===== src/rtl/radio_tx_pkg.sv =====
// Package: shared register addresses, values, state encoding and the
// register-operation record used by the transmit sequencer.
package radio_tx_pkg;

    localparam int ADDR_W = 6;
    localparam int DATA_W = 8;

    // Radio register addresses the sequence touches
    localparam logic [ADDR_W-1:0] RA_CTRL    = 6'h03;
    localparam logic [ADDR_W-1:0] RA_IRQ_EN  = 6'h0D;
    localparam logic [ADDR_W-1:0] RA_TX_STAT = 6'h0E;
    localparam logic [ADDR_W-1:0] RA_TX_DATA = 6'h0F;

    // Values written during the sequence
    localparam logic [DATA_W-1:0] V_EN_EMPTY  = 8'h01;
    localparam logic [DATA_W-1:0] V_EN_DONE   = 8'h02;
    localparam logic [DATA_W-1:0] V_CTRL_TX   = 8'h50;
    localparam logic [DATA_W-1:0] V_CTRL_IDLE = 8'h00;

    typedef enum logic [3:0] {
        S_IDLE,
        S_CLR_STAT,
        S_EN_EMPTY,
        S_CTRL_TX,
        S_SETTLE,
        S_PREAMBLE,
        S_DATA,
        S_WAIT_EMPTY,
        S_EN_DONE,
        S_WAIT_DONE,
        S_CTRL_IDLE,
        S_FINAL_STAT
    } seq_state_t;

    typedef struct packed {
        logic              wr;
        logic [ADDR_W-1:0] addr;
        logic [DATA_W-1:0] wdata;
    } reg_op_t;

endpackage


===== src/rtl/rtx_wait_timer.sv =====
// Module: loadable down-counter used for the fixed delays and for the
// interrupt-wait timeout. Assumes load_i is a single-cycle strobe; when not
// loading, the count falls by one per cycle and rests at zero.
module rtx_wait_timer #(
    parameter int CNT_W = 16
) (
    input  logic             clk,
    input  logic             rst_n,
    input  logic             load_i,
    input  logic [CNT_W-1:0] val_i,
    output logic             zero_o
);

    logic [CNT_W-1:0] cnt_q;

    // Count state: reload on strobe, otherwise decrement toward zero
    always_ff @(posedge clk) begin
        if (!rst_n) begin
            cnt_q <= '0;
        end else if (load_i) begin
            cnt_q <= val_i;
        end else if (cnt_q != '0) begin
            cnt_q <= cnt_q - CNT_W'(1);
        end
    end

    assign zero_o = (cnt_q == '0);

    // the counter only moves down or is reloaded, never wraps upward
    a_r9_no_wrap: assert property (@(posedge clk) disable iff (!rst_n)
        (!load_i && cnt_q == '0) |=> (cnt_q == '0) || $past(load_i));

endmodule


===== src/rtl/rtx_reg_port.sv =====
// Module: holds one register access on the request/acknowledge port.
// A go strobe latches the operation and raises the request; the request
// drops the cycle after the acknowledge is seen. Assumes go_i is only
// raised while no request is pending and ack_i only while one is.
module rtx_reg_port (
    input  logic                          clk,
    input  logic                          rst_n,
    input  logic                          go_i,
    input  radio_tx_pkg::reg_op_t         op_i,
    input  logic                          ack_i,
    output logic                          req_o,
    output logic                          wr_o,
    output logic [radio_tx_pkg::ADDR_W-1:0] addr_o,
    output logic [radio_tx_pkg::DATA_W-1:0] wdata_o,
    output logic                          done_o
);

    radio_tx_pkg::reg_op_t op_q;
    logic                  req_q;

    // Request state: latch on go, release after acknowledge
    always_ff @(posedge clk) begin
        if (!rst_n) begin
            req_q <= 1'b0;
            op_q  <= '0;
        end else if (go_i && !req_q) begin
            req_q <= 1'b1;
            op_q  <= op_i;
        end else if (req_q && ack_i) begin
            req_q <= 1'b0;
        end
    end

    assign req_o   = req_q;
    assign wr_o    = op_q.wr;
    assign addr_o  = op_q.addr;
    assign wdata_o = op_q.wdata;
    assign done_o  = req_q && ack_i;

    // a pending request keeps its fields until acknowledged
    a_r2_hold: assert property (@(posedge clk) disable iff (!rst_n)
        (req_q && !ack_i) |=> (req_q && $stable(op_q)));

    // the request falls right after the acknowledge
    a_r2_release: assert property (@(posedge clk) disable iff (!rst_n)
        (req_q && ack_i) |=> !req_q);

    // no new operation is launched over a pending one
    a_r2_no_overlap: assert property (@(posedge clk) disable iff (!rst_n)
        go_i |-> !req_q);

endmodule


===== src/rtl/radio_tx_seq.sv =====
// Module: transmit packet sequencer. Walks the radio through status clear,
// interrupt-source select, transmit enable, settle and preamble delays, an
// interrupt-paced byte loop, a done wait, return to idle and a final status
// read. Assumes the buffer read port answers combinationally and the radio
// acknowledges each request exactly once.
module radio_tx_seq #(
    parameter int MAX_LEN      = 16,
    parameter int LEN_W        = 5,
    parameter int SETTLE_CYC   = 10000,
    parameter int PREAMBLE_CYC = 1600,
    parameter int TIMEOUT_CYC  = 50000
) (
    input  logic                        clk,
    input  logic                        rst_n,
    input  logic                        start_i,
    input  logic [LEN_W-1:0]            len_i,
    output logic [$clog2(MAX_LEN)-1:0]  buf_addr_o,
    input  logic [7:0]                  buf_data_i,
    output logic                        reg_req_o,
    output logic                        reg_wr_o,
    output logic [5:0]                  reg_addr_o,
    output logic [7:0]                  reg_wdata_o,
    input  logic                        reg_ack_i,
    input  logic [7:0]                  reg_rdata_i,
    input  logic                        irq_i,
    output logic                        done_o,
    output logic [7:0]                  status_o,
    output logic                        err_o
);
    import radio_tx_pkg::*;

    localparam int IDX_W  = $clog2(MAX_LEN);
    localparam int MAX_A  = (SETTLE_CYC > PREAMBLE_CYC) ? SETTLE_CYC : PREAMBLE_CYC;
    localparam int MAX_C  = (MAX_A > TIMEOUT_CYC) ? MAX_A : TIMEOUT_CYC;
    localparam int TMR_W  = $clog2(MAX_C + 1);
    localparam logic [TMR_W-1:0] T_SETTLE  = TMR_W'(SETTLE_CYC);
    localparam logic [TMR_W-1:0] T_PREAMB  = TMR_W'(PREAMBLE_CYC);
    localparam logic [TMR_W-1:0] T_TIMEOUT = TMR_W'(TIMEOUT_CYC);
    localparam logic [LEN_W-1:0] LEN_MAX   = LEN_W'(MAX_LEN);

    seq_state_t       state_q;
    logic [LEN_W-1:0] len_q;
    logic [LEN_W-1:0] idx_q;
    logic [LEN_W-1:0] idx_nxt;
    logic             launched_q;
    logic             done_q;
    logic             err_q;
    logic [7:0]       status_q;

    reg_op_t          op;
    logic             is_acc;
    logic             acc_go;
    logic             acc_done;
    logic             tmr_load;
    logic [TMR_W-1:0] tmr_val;
    logic             tmr_zero;

    assign idx_nxt = idx_q + LEN_W'(1);

    // Operation selection: which register access the current state needs
    always_comb begin
        op     = '0;
        is_acc = 1'b1;
        case (state_q)
            S_CLR_STAT:   op = '{wr: 1'b0, addr: RA_TX_STAT, wdata: 8'h00};
            S_EN_EMPTY:   op = '{wr: 1'b1, addr: RA_IRQ_EN,  wdata: V_EN_EMPTY};
            S_CTRL_TX:    op = '{wr: 1'b1, addr: RA_CTRL,    wdata: V_CTRL_TX};
            S_DATA:       op = '{wr: 1'b1, addr: RA_TX_DATA, wdata: buf_data_i};
            S_EN_DONE:    op = '{wr: 1'b1, addr: RA_IRQ_EN,  wdata: V_EN_DONE};
            S_CTRL_IDLE:  op = '{wr: 1'b1, addr: RA_CTRL,    wdata: V_CTRL_IDLE};
            S_FINAL_STAT: op = '{wr: 1'b0, addr: RA_TX_STAT, wdata: 8'h00};
            default:      is_acc = 1'b0;
        endcase
    end

    assign acc_go = is_acc && !launched_q;

    // Timer reload: arm the delay or timeout on entry to each wait state
    always_comb begin
        tmr_load = 1'b0;
        tmr_val  = '0;
        case (state_q)
            S_CTRL_TX: if (acc_done) begin
                tmr_load = 1'b1;
                tmr_val  = T_SETTLE;
            end
            S_SETTLE: if (tmr_zero) begin
                tmr_load = 1'b1;
                tmr_val  = T_PREAMB;
            end
            S_DATA, S_EN_DONE: if (acc_done) begin
                tmr_load = 1'b1;
                tmr_val  = T_TIMEOUT;
            end
            default: ;
        endcase
    end

    rtx_wait_timer #(.CNT_W(TMR_W)) u_timer (
        .clk    (clk),
        .rst_n  (rst_n),
        .load_i (tmr_load),
        .val_i  (tmr_val),
        .zero_o (tmr_zero)
    );

    rtx_reg_port u_port (
        .clk     (clk),
        .rst_n   (rst_n),
        .go_i    (acc_go),
        .op_i    (op),
        .ack_i   (reg_ack_i),
        .req_o   (reg_req_o),
        .wr_o    (reg_wr_o),
        .addr_o  (reg_addr_o),
        .wdata_o (reg_wdata_o),
        .done_o  (acc_done)
    );

    // Launch flag: one access per visit to an access state
    always_ff @(posedge clk) begin
        if (!rst_n) begin
            launched_q <= 1'b0;
        end else if (acc_done) begin
            launched_q <= 1'b0;
        end else if (acc_go) begin
            launched_q <= 1'b1;
        end
    end

    // Sequence state, byte index, length, error and result registers
    always_ff @(posedge clk) begin
        if (!rst_n) begin
            state_q  <= S_IDLE;
            len_q    <= '0;
            idx_q    <= '0;
            done_q   <= 1'b0;
            err_q    <= 1'b0;
            status_q <= 8'h00;
        end else begin
            done_q <= 1'b0;
            case (state_q)
                S_IDLE: if (start_i) begin
                    len_q   <= (len_i > LEN_MAX) ? LEN_MAX : len_i;
                    idx_q   <= '0;
                    err_q   <= 1'b0;
                    state_q <= S_CLR_STAT;
                end
                S_CLR_STAT:  if (acc_done) state_q <= S_EN_EMPTY;
                S_EN_EMPTY:  if (acc_done) state_q <= S_CTRL_TX;
                S_CTRL_TX:   if (acc_done) state_q <= S_SETTLE;
                S_SETTLE:    if (tmr_zero) state_q <= S_PREAMBLE;
                S_PREAMBLE:  if (tmr_zero) state_q <= (len_q == '0) ? S_EN_DONE : S_DATA;
                S_DATA:      if (acc_done) state_q <= S_WAIT_EMPTY;
                S_WAIT_EMPTY: begin
                    if (irq_i) begin
                        idx_q   <= idx_nxt;
                        state_q <= (idx_nxt == len_q) ? S_EN_DONE : S_DATA;
                    end else if (tmr_zero) begin
                        err_q   <= 1'b1;
                        state_q <= S_CTRL_IDLE;
                    end
                end
                S_EN_DONE:   if (acc_done) state_q <= S_WAIT_DONE;
                S_WAIT_DONE: begin
                    if (irq_i) begin
                        state_q <= S_CTRL_IDLE;
                    end else if (tmr_zero) begin
                        err_q   <= 1'b1;
                        state_q <= S_CTRL_IDLE;
                    end
                end
                S_CTRL_IDLE: if (acc_done) state_q <= S_FINAL_STAT;
                S_FINAL_STAT: if (acc_done) begin
                    status_q <= reg_rdata_i;
                    done_q   <= 1'b1;
                    state_q  <= S_IDLE;
                end
                default: state_q <= S_IDLE;
            endcase
        end
    end

    assign buf_addr_o = idx_q[IDX_W-1:0];
    assign done_o     = done_q;
    assign status_o   = status_q;
    assign err_o      = err_q;

    // done is a single-cycle pulse
    a_r6_done_pulse: assert property (@(posedge clk) disable iff (!rst_n)
        done_o |=> !done_o);

    // no access is outstanding when a packet is reported finished
    a_r6_quiet_at_done: assert property (@(posedge clk) disable iff (!rst_n)
        done_o |-> !reg_req_o);

    // the effective length never exceeds the buffer size
    a_r8_len_clamp: assert property (@(posedge clk) disable iff (!rst_n)
        len_q <= LEN_MAX);

    // the byte index never runs past the effective length
    a_r5_idx_bound: assert property (@(posedge clk) disable iff (!rst_n)
        idx_q <= len_q);

    // once a wait has timed out no data byte is requested
    a_r9_no_data_after_err: assert property (@(posedge clk) disable iff (!rst_n)
        (err_o && state_q != S_IDLE) |-> !(reg_req_o && reg_addr_o == RA_TX_DATA));

    // a start pulse mid-packet leaves the length untouched
    a_r10_start_ignored: assert property (@(posedge clk) disable iff (!rst_n)
        (state_q != S_IDLE && start_i) |=> $stable(len_q));

endmodule


===== config.mk =====
export PLATFORM = sky130hd
export DESIGN_NAME = radio_tx_seq
export DESIGN_NICKNAME = d
export VERILOG_FILES = /design/src/rtl/radio_tx_pkg.sv /design/src/rtl/rtx_wait_timer.sv /design/src/rtl/rtx_reg_port.sv /design/src/rtl/radio_tx_seq.sv
export SDC_FILE = /design/constraint.sdc
export NUM_CORES = 1
export LEC_CHECK = 0
export BUFFER_PORTS_ARGS = -buffer_cell sky130_fd_sc_hd__buf_4
export CORE_MARGIN = 2
export CORE_UTILIZATION = 45
export DETAILED_ROUTE_END_ITERATION = 12
export PLACE_DENSITY = 0.67
export SKIP_CTS_REPAIR_TIMING = 1
export SLEW_MARGIN = 10
export SYNTH_ARGS = -nofsm -noshare
export SYNTH_HDL_FRONTEND = slang
export SYNTH_SLANG_ARGS = --single-unit

===== constraint.sdc =====
create_clock -name clk -period 5.2 [get_ports clk]
set_input_delay 0 -clock clk [delete_from_list [all_inputs] [get_ports clk]]
set_output_delay 0 -clock clk [all_outputs]
set_load 0.05 [all_outputs]

# Word-level counts from Yosys, hierarchy flattened
# Index checks and enable logic that the tools add are counted.
# word_totals
latchBits,0
n_memories,0
regBits,57
ramBits,0
rom_bits,0
# classes
n_reduce_logical,25
shifts,0
n_mul,0
addsub,2
n_mux,37
eq_ne,25
bitwise,1
div,0
n_lt_le_gt_ge,1
# ops
operator,count
case mux 15 bit (6 select lines),1
two-way mux 4 bit,15
two-way mux 16 bit,3
case mux 16 bit (3 select lines),1
case mux 4 bit (12 select lines),1
"inequality test 2 bit, second input constant",12
"equality test 4 x 3 -> 1 bit, second input constant",4
"equality test 4 bit, second input constant",4
logical NOT 16 bit,1
nonzero test 16 bit,1
"subtractor 16 x 1 -> 16 bit, second input constant",1
two-way mux 5 bit,3
two-way mux 14 bit,1
two-way mux 11 bit,1
case mux 5 bit (2 select lines),1
AND reduction 10 bit,1
"equality test 4 x 2 -> 1 bit, second input constant",2
two-way mux 1 bit,8
nonzero test 2 bit,4
OR reduction 2 bit,4
OR reduction 7 bit,1
AND reduction 2 bit,3
"adder 5 x 1 -> 5 bit, second input constant",1
equality test 5 bit,1
12 further kinds,16

# Depth between registers and ports, before layout
# depth
word_depth,6
depth_mapped,8

# Modules after synthesis
# A second synthesis with hierarchy kept.
# unflattened
hier_cells,414
hier_area_um2,3265.6
# modules_own_cells
module,seq_area_each_um2,instances,area_each_um2,cells_per_inst
radio_tx_seq,500.5,1,1666.6,228
rtx_wait_timer,320.3,1,939.7,116
rtx_reg_port,320.3,1,659.4,70

# Worst setup path after synthesis
# OpenSTA, ideal clock, no wires.
# synth_timing
kind,register to register
startpoint,register u_port.req_q (netlist: u_port.req_o)
endpoint,register state_q[2]
required_time_ns,5.080
synth_period_minus_slack_ns,1.908
path_slack_ns,3.292
t_arrival_ns,1.789
n_path_buf,1
stages_incl_launch_ff,6
cell_sequence,dfxtp_1 -> and2_1 -> clkbuf_1 -> o21ai_0 -> o21a_1 -> o31a_1
# synth_between
elab_chain_len,3
elab_cells_between_ends,9
classes_between,eq/ne (7); reduce/logical (2)
# synth_lines
element,line_no,source
from (decl),rtx_reg_port.sv:19,logic req_q;
from (signal assigned),rtx_reg_port.sv:24,req_q <= 1'b0;
from (signal assigned),rtx_reg_port.sv:27,req_q <= 1'b1;
from (signal assigned),rtx_reg_port.sv:30,req_q <= 1'b0;
logical AND 1 bit *,rtx_reg_port.sv:38,assign done_o = req_q && ack_i;
inequality test 2 bit (no line),--,
AND reduction 10 bit (no line) *,--,
to (signal assigned),radio_tx_seq.sv:153,S_PREAMBLE: if (tmr_zero) state_q <= (len_q == '0) ? S_EN_DONE : S_DATA;
to (signal assigned),radio_tx_seq.sv:158,state_q <= (idx_nxt == len_q) ? S_EN_DONE : S_DATA;
to (decl),radio_tx_seq.sv:41,seq_state_t state_q;
# Mark *: on every way between the ends. The rest lies on a longest branch, timed or not.
# A chain may end at the register's enable or synchronous reset.

# Worst setup path after layout
# layout_timing
startpoint,register u_timer.cnt_q[2]
endpoint,register state_q[2]
# layout_between
elab_chain_len,4
elab_cells_between_ends,8
classes_between,eq/ne (2); mux (4); reduce/logical (2)
# layout_lines
element,line_no,source
from (decl),rtx_wait_timer.sv:14,logic [CNT_W-1:0] cnt_q;
from (signal assigned),rtx_wait_timer.sv:21,cnt_q <= val_i;
from (signal assigned),rtx_wait_timer.sv:23,cnt_q <= cnt_q - CNT_W'(1);
logical NOT 16 bit *,rtx_wait_timer.sv:27,assign zero_o = (cnt_q == '0);
two-way mux 4 bit,--,
two-way mux 4 bit (on tied branches),--,
case mux 4 bit (12 select lines),--,
# Marks and branches as above.

==> out/results.ini <==
[worst_hold_path]
hold_class=in -> reg

[die]
die_h_um=85.5
die_x_um=85.5
rows=29
ioPinCount=56
core_area_mm2=0.00639
dieArea_mm2=0.00732
initial_core_util=0.468

[status]
outcome=finished, violations left
violations=negative hold slack

[place]
dpl_worst_slack_ns=2.76
dpl_cell_area_mm2=0.00332
io_buffer_count=53
dpl.hpwl_mm=4.97
place_inst=479
routabilityCongestion=0.829

[run]
maxCapViolations=0

[worst_setup_path]
worstSetupEndpointType=flop
max_stage_delay_ns=0.76
crit_buf_inv=0
start_kind=flop
critPathKind=reg -> reg
worstPathCellList=nor4_2 > nand4_2 > a311oi_1 > and3_1 > o31a_1
path_delay_family=simple AND/OR/NAND/NOR gates
cp_max_fo=17
cpMaxStageDelayCell=nor4_2
worstPathRequired_ns=5.46
cp.arrival_ns=2.75

[cts]
clock-root-buffer=clkbuf_8
numCtsBuffers=5
htreeDepth=2
clk_pin_slew_ns=0.09
cts.sinks=53
clockBufferDepth=2
cts_tree=built
worst_skew_pair.late_latency_ns=0.31

[pwr]
cellLeakagePower_uw=0.00137
internal_power_uw=867
seq_power_share=0.380
pwr-share-clk=0.147
comb_power_share=0.474
vdd_drop_max_uv=290
power_switching_uw=678
fin_total_pwr_uw=1550
switching_share=0.439
cellPowerDensity_mw_per_mm2=435

[timing]
hold_viol_final=1
fin_worst_skew_ns=0.00515
holdWs_ns=-0.0122
period_needed_ns=2.49
fmax_mhz=401
worst_pin_slew_ns=0.860
post-route-period-util=0.479
tns_ns=0
fin_ws_ns=2.71
slew-limit-headroom=0.426
rsz0062_at_grt=no
setup_viol=0
slew_violations=0

[global_routing]
grt_antenna_before_repair=0
grt_pass1_vias=2548
grt_pass1_wl_mm=11.9
grt_max_degree=35
overflow=0
grt_usage=0.199

[logic_synthesis]
ys_async_sr_fraction=0
yosys_warnings=0
synth_edf_count=0
avgSynthCellArea_um2=7.89
synth-main-ff-cell=dfxtp_1
synth_cell_types=62
synth_area_mm2=0.00299
synth-seq-area-share=0.355
ys_ff_latch=53
syn_inst=379

[route]
met1Wirelength_mm=3.27
drc=0
detail-route-antenna-nets=0
wl_met2_mm=3.46
viasPerCell=5.71
drtIter0Drc=210
met3_length_um=355
vias=2865
wl_per_cell_um=14.3
highest_layer=met4
first_pass_iters=5
wirelength_mm=7.17

[finish]
drive_above_1_share=0.169
n_antenna_cell=0
fin_area_mm2=0.00355
stdcell_count=502
syn2layout_area_growth_pct=18.8
final_nets=452

synthesized netlist by cell type, types with 2 or more instances:
master     n  area (um2)
nor2b_1    3        18.8
xnor2_1    9        78.8
nor3_2     2        20.0
buf_2      6        30.0
a211oi_1   8        60.1
or3_1      7        43.8
nand4_1    4        25.0
nor4_2     2        25.0
nor3b_1    7        52.6
and4b_1    2        20.0
o21ai_0   18        90.1
and4_1     2        17.5
and3_1     4        25.0
or3b_1     2        17.5
o31a_1     2        17.5
a211oi_2   2        25.0
nor2_1    38         143
xor2_1     9        78.8
buf_4     10        75.1
a21oi_1   34         170
and2_1     5        31.3
nand2b_1   4        25.0
o21a_1     7        52.6
nand4b_1   2        17.5
dfxtp_1   53        1060
ha_1       2        25.0
nor3_1    21         105
o221a_1    2        22.5
a31oi_1    4        25.0
nor4_1     2        12.5
inv_1      8        30.0
o21ai_1    6        30.0
o211ai_1   2        15.0
and2b_1    2        15.0
clkbuf_1  15        56.3
nand2_1   31         116
mux2i_1    2        20.0
nand3_1   16        80.1
layout by cell type, fill, tap and decap left out, drive strengths merged, types with 3 or more instances in the layout:
| cell | instances |
|---|---|
| buf | 54 |
| nor3b | 7 |
| xnor2 | 9 |
| nor2b | 3 |
| o21a | 7 |
| a211oi | 10 |
| inv | 9 |
| nand3 | 16 |
| and2 | 5 |
| and3 | 4 |
| nor2 | 38 |
| dfxtp | 53 |
| o21ai | 24 |
| nor3 | 23 |
| clkbuf | 8 |
| nand2b | 4 |
| nor4 | 5 |
| a21oi | 34 |
| nand4 | 5 |
| or3 | 7 |
| a31oi | 4 |
| nand2 | 31 |
| xor2 | 9 |
| dlygate4sd3 | 15 |
registers in the layout, summed over array words and instances (netlist names):
register	cells
done_o	1
err_o	1
idx_q	5
launched_q	1
len_q	5
state_q	4
status_o	8
u_port.addr_o	3
u_port.req_o	1
u_port.wdata_o	8
u_timer.cnt_q	16
cells by family (layout without fill, tap and decap cells):
group,after synthesis,count (layout),share of synthesized area
AND/OR/NAND/NOR,163,163,0.299
multiplexers,2,2,0.00669
adder cells (fa/ha/maj),2,2,0.00836
XOR/XNOR,18,18,0.0527
buffers and inverters,42,87,0.0703
other,1,2,0.00125
flip-flops,53,53,0.355
AO/OA/AOI/OAI,98,98,0.207
final cells by class:
type	instances	area (um2)
Sequential cell	53	1060
Multi-Input combinational cell	285	1720
Timing Repair Buffer	69	556
Clock buffer	8	80.1
Inverter	10	37.5
Tap cell	77	96.3
Fill cell	608	2830
per-layer routing:
metal | vias up | GRT usage
met2 | 77 | 0.317
met3 | 7 | 0.0443
met5 | - | 0
li1 | 1440 | -
met4 | 0 | 0.0476
met1 | 1341 | 0.276
per-stage QoR:
step,util,hold WS (ns)
floorplan,-,0.136
global placement,0.521,0.248
detailed placement,0.521,0.254
CTS,0.533,-0.0774
global route,0.557,0.00412
finish,0.557,-0.0122
final timing paths:
kind	start	to	slack, ns	cells after the start
max reg2reg	u_timer.cnt_q[2]	state_q[2]	2.71	5
min	reg_ack_i	u_port.req_o	-0.01	3
max	u_timer.cnt_q[2]	state_q[2]	2.71	5
min reg2reg	u_port.wdata_o[7]	u_port.wdata_o[7]	0.46	2
power by group through the flow:
| stage | clock network (uW) | registers, uW | logic [uW] |
|---|---|---|---|
| floorplan | 0 | 631 | 546 |
| global placement | 0 | 591 | 717 |
| detailed placement | 0 | 595 | 721 |
| CTS | 236 | 585 | 724 |
| global route | 255 | 599 | 806 |
| finish | 226 | 586 | 732 |
worst reg2reg max path: cells and delay by family, from the launching register on:
kind            cells  cell delay [ns]
compound gates      2             0.56
simple gates        3             1.52
flops               1             0.35
(Power assumes the default switching activity.)
